$ cat src/rtl/updown_ctr.sv
module updown_ctr #(
  parameter int MODULUS = 16
) (
  input  logic       clk,
  input  logic       rst_n,
  input  logic       cnt_en_n,
  input  logic       dir_down,
  input  logic       load_n,
  input  logic [3:0] din,
  output logic [3:0] count,
  output logic       tc_flag,
  output logic       ripple_n
);
  localparam logic [3:0] TOP = 4'(MODULUS - 1);

  logic [3:0] cnt_q, up_val, dn_val;
  logic       off_range;

  generate
    if (MODULUS == 16) begin : g_bin
      assign off_range = 1'b0;
    end else begin : g_dec
      assign off_range = cnt_q > TOP;
    end
  endgenerate

  assign up_val = (cnt_q == TOP || off_range) ? 4'd0 : cnt_q + 4'd1;
  assign dn_val = (cnt_q == 4'd0 || off_range) ? TOP : cnt_q - 4'd1;

  always_ff @(posedge clk or negedge rst_n) begin
    if (!rst_n)         cnt_q <= 4'd0;
    else if (!load_n)   cnt_q <= din;
    else if (!cnt_en_n) cnt_q <= dir_down ? dn_val : up_val;
  end

  assign count    = cnt_q;
  assign tc_flag  = dir_down ? (cnt_q == 4'd0) : (cnt_q == TOP);
  assign ripple_n = ~(~cnt_en_n & tc_flag);

  AST_LOAD_WINS: assert property (@(posedge clk) disable iff (!rst_n)
    !load_n |=> count == $past(din));
  AST_HOLD_IDLE: assert property (@(posedge clk) disable iff (!rst_n)
    (load_n && cnt_en_n) |=> $stable(count));
  AST_UP_STEP: assert property (@(posedge clk) disable iff (!rst_n)
    (load_n && !cnt_en_n && !dir_down && count < TOP) |=> count == 4'($past(count) + 4'd1));
  AST_UP_WRAP: assert property (@(posedge clk) disable iff (!rst_n)
    (load_n && !cnt_en_n && !dir_down && count == TOP) |=> count == 4'd0);
  AST_DN_STEP: assert property (@(posedge clk) disable iff (!rst_n)
    (load_n && !cnt_en_n && dir_down && count != 4'd0 && count <= TOP) |=> count == 4'($past(count) - 4'd1));
  AST_DN_WRAP: assert property (@(posedge clk) disable iff (!rst_n)
    (load_n && !cnt_en_n && dir_down && count == 4'd0) |=> count == TOP);
  AST_FLAG_STATE: assert property (@(posedge clk) disable iff (!rst_n)
    tc_flag |-> (count == 4'd0 || count == TOP));
  AST_RIPPLE_EN: assert property (@(posedge clk) disable iff (!rst_n)
    !ripple_n |-> (!cnt_en_n && tc_flag));
  AST_OFF_RANGE: assert property (@(posedge clk) disable iff (!rst_n)
    (load_n && !cnt_en_n && count > TOP) |=> (count == 4'd0 || count == TOP));
endmodule

$ cat config.mk
export PLATFORM = sky130hd
export DESIGN_NAME = updown_ctr
export DESIGN_NICKNAME = d
export VERILOG_FILES = /design/src/rtl/updown_ctr.sv
export SDC_FILE = /design/constraint.sdc
export NUM_CORES = 1
export LEC_CHECK = 0
export ABC_CLOCK_PERIOD_IN_PS = 1750
export BUFFER_PORTS_ARGS = -buffer_cell sky130_fd_sc_hd__clkbuf_2
export CAP_MARGIN = 20
export CORE_AREA = 3 3 40 42
export DETAILED_ROUTE_END_ITERATION = 12
export DIE_AREA = 0 0 43 45
export PLACE_DENSITY = 0.48
export REMOVE_ABC_BUFFERS = 1
export SYNTH_ARGS = -nofsm -noshare
export SYNTH_HDL_FRONTEND = slang
export SYNTH_SLANG_ARGS = --single-unit
$ cat constraint.sdc
create_clock -name clk -period 1.75 [get_ports clk]
set_clock_uncertainty 0.15 [all_clocks]
set_input_delay 0.35 -clock clk [delete_from_list [all_inputs] [get_ports clk]]
set_output_delay 0.35 -clock clk [all_outputs]
set_load 0.05 [all_outputs]
==> reports/results.txt <==
Status - finished with violations
Failing checks - setup timing
Fin crit period - 1.79 ns
Final hold viol count - 0
Die ar. - 1940 µm²
First-pass GRT wire length - 1.62 mm
Largest net degree at the start of global routing - 9
Clock sink count - 4
Core area - 1280 µm²
CTS root buffer - clkbuf_4
Initial antenna violation count - 0
Largest area contributor in the netlist - dfrtp_1
Top post-synthesis cells by count - 4 x dfrtp_1, 4 x nand2_1, 4 x nor2_1
Number of synthesis warnings - 0
Hold Worst Slack - 0.209 ns
CP Class - flip-flop to output pin
Post-layout util - 0.466
Slew @ Worst Pin - 0.283 ns
RePlAce Congestion - 0.767
Placed Cells - 73
Max Slew Vio Count - 0
Count of final setup violators - 2
CTS tree - built
Hold path startpoint - din[1]
Leak pwr - 0.293 nW
ANT nets after route - 0
Post-synth EDFFs - 0
Max FFs per register - 4
# DRC - 0
Slowest CP cell - dfrtp_1
Max Cap Viol - 0
TritonRoute pass-1 iters - 3
Peak supply drop - 0.000421 V
CTS H-tree depth - 1
Antenna Cells - 0
Worst Setup End Kind - output pin
WP data required - 1.25 ns
CTS max path bufs - 2
Regs by FF count - count x4
Number of synthesized register bits - 4
Register area - 100 µm²
Vias - 380
Wire per inst - 11.8 µm
Initial Util - 0.266
CP max FO - 3
Worst setup SP type - flip-flop
Clock transition at path regs - 0.04 ns
GRT Total Usage - 0.112
Synth async-reset ratio - 1.00
Area occupied by multi-input gates - 254 µm²
Initial DRC Count - 2
Fill cell count - 132
Grt ovf - 0
RR Startpoint - count[0]
Total power draw - 496 µW
Register area share after synthesis - 0.293
Post-Syn Instances - 40
Post-DR vias/cell - 4.52
Origin of the worst setup path - count[0]
Crit path arrival time - 1.29 ns
Worst slew margin - 0.811
PortBufs - 14
Die W - 43 µm
HP Class - input pin to flip-flop
Top cells by area, synth - dfrtp_1 29%, ha_1 7.3%, mux2i_1 5.9%
Crit-path most repeated cell - nand2_2
Layout cell share with drive strength beyond 1 - 0.580
Crit path cell chain - ha_2 -> nand4b_1 -> nand2_2 -> nand2_2 -> buf_8
Dominant synthesized flop cell - dfrtp_1
IO Count - 15
Synth top area share - 0.293
Pre-CTS setup slack - 0.0414 ns
RSZ-0062 raised after global routing - yes
Post-synth cell types - 21
Post-synthesis average cell area - 8.54 µm²
Achievable frequency - 558 MHz
Row count - 13
PD cells - 828 nW/µm²
Total Wirelength - 992 µm
Die H - 45 µm
Area delta synth->final - 75.5%
Post-Layout Cell Count - 84
Number of CTS-inserted buffers - 3
Worst skew pair latency - 0.23 ns
Crit share post-route - 1.02
Final net count - 82
PnR worst setup slack - -0.0433 ns
Buf+Inv Stages, Crit Path - 1
Worst path max stage delay - 0.40 ns
Kind of cell adding the most delay to the critical path - flip-flops
Most flops, register - count
Synth Cell Area - 342 µm²
Final HPWL DP - 658 µm
Vias in the first global route - 374
## through the flow
stage / setup TNS, ns / area [µm²]
floorplan: -1.19 / 338
global placement: 0 / 464
detailed placement: 0 / 464
CTS: -0.117 / 584
global route: -0.273 / 599
finish: -0.0782 / 599
## cells in the final DEF, fill, tap and decap left out, types with 2 or more instances in the layout
cell type / synthesis / routed
nand2_1: 4 / 2
inv_2: 1 / 3
o21ai_0: 3 / 2
nand2_2: 0 / 2
a21oi_1: 3 / 3
mux2i_1: 2 / 2
clkbuf_4: 0 / 3
buf_4: 0 / 13
xnor2_1: 2 / 2
dfrtp_1: 4 / 4
clkbuf_2: 0 / 11
nor2_1: 4 / 4
a31oi_1: 2 / 2
## metal layers
layer	GRT usage	share of wire
met1	0.139	0.42
met2	0.183	0.54
met3	0.0159	0.042
met4	0.0723	0
met5	0	0
## power by group
part / switching, mW / total [mW] / internal [mW] / leakage (nW)
logic: 0.137 / 0.255 / 0.118 / 0.233
clock network: 0.0336 / 0.110 / 0.0764 / 0.0138
registers: 0.0244 / 0.131 / 0.107 / 0.0464
## repair_timing
item,4_1_cts,5_1_grt
setup buffers,6,2
hold endpoints to repair,4,0
pin swaps,4,7
setup endpoints to repair,2,4
gates resized for setup,12,5
hold buffers,1,0
## logic make-up after synthesis
family | after synthesis | synth area share
AOI/OAI and AO/OA | 10 | 0.187
xor gates and xnor gates | 2 | 0.0513
buffers and inverters | 5 | 0.0549
and+or+nand+nor | 14 | 0.249
adders and majority gates | 2 | 0.0732
muxes | 3 | 0.0916
DFF | 4 | 0.293
## worst register-to-register path, stage by stage (launching register included)
cell,delay [ns]
dfrtp_1,0.41
buf_6,0.14
o31a_1,0.27
o21ai_1,0.15
a31oi_1,0.09
or3_1,0.38
## path summary, 6_finish.rpt
path | slack, ns | endpoint | cells past startpoint
max | -0.04 | ripple_n | 5
min in group asynchronous | 0.30 | count[2] | 2
min | 0.21 | count[1] | 2
min reg2reg | 0.61 | count[2] | 2
max in group asynchronous | 1.03 | count[0] | 2
max reg2reg | 0.04 | count[3] | 5
## final cells by class
class / count / share of cell area
tap: 15 / 0.0313
sequential: 4 / 0.167
inverter: 4 / 0.0251
clock buffer: 3 / 0.0376
timing repair buffer: 27 / 0.315
multi-input combinational: 31 / 0.424
No activity file was read; power rests on OpenSTA's default activity.
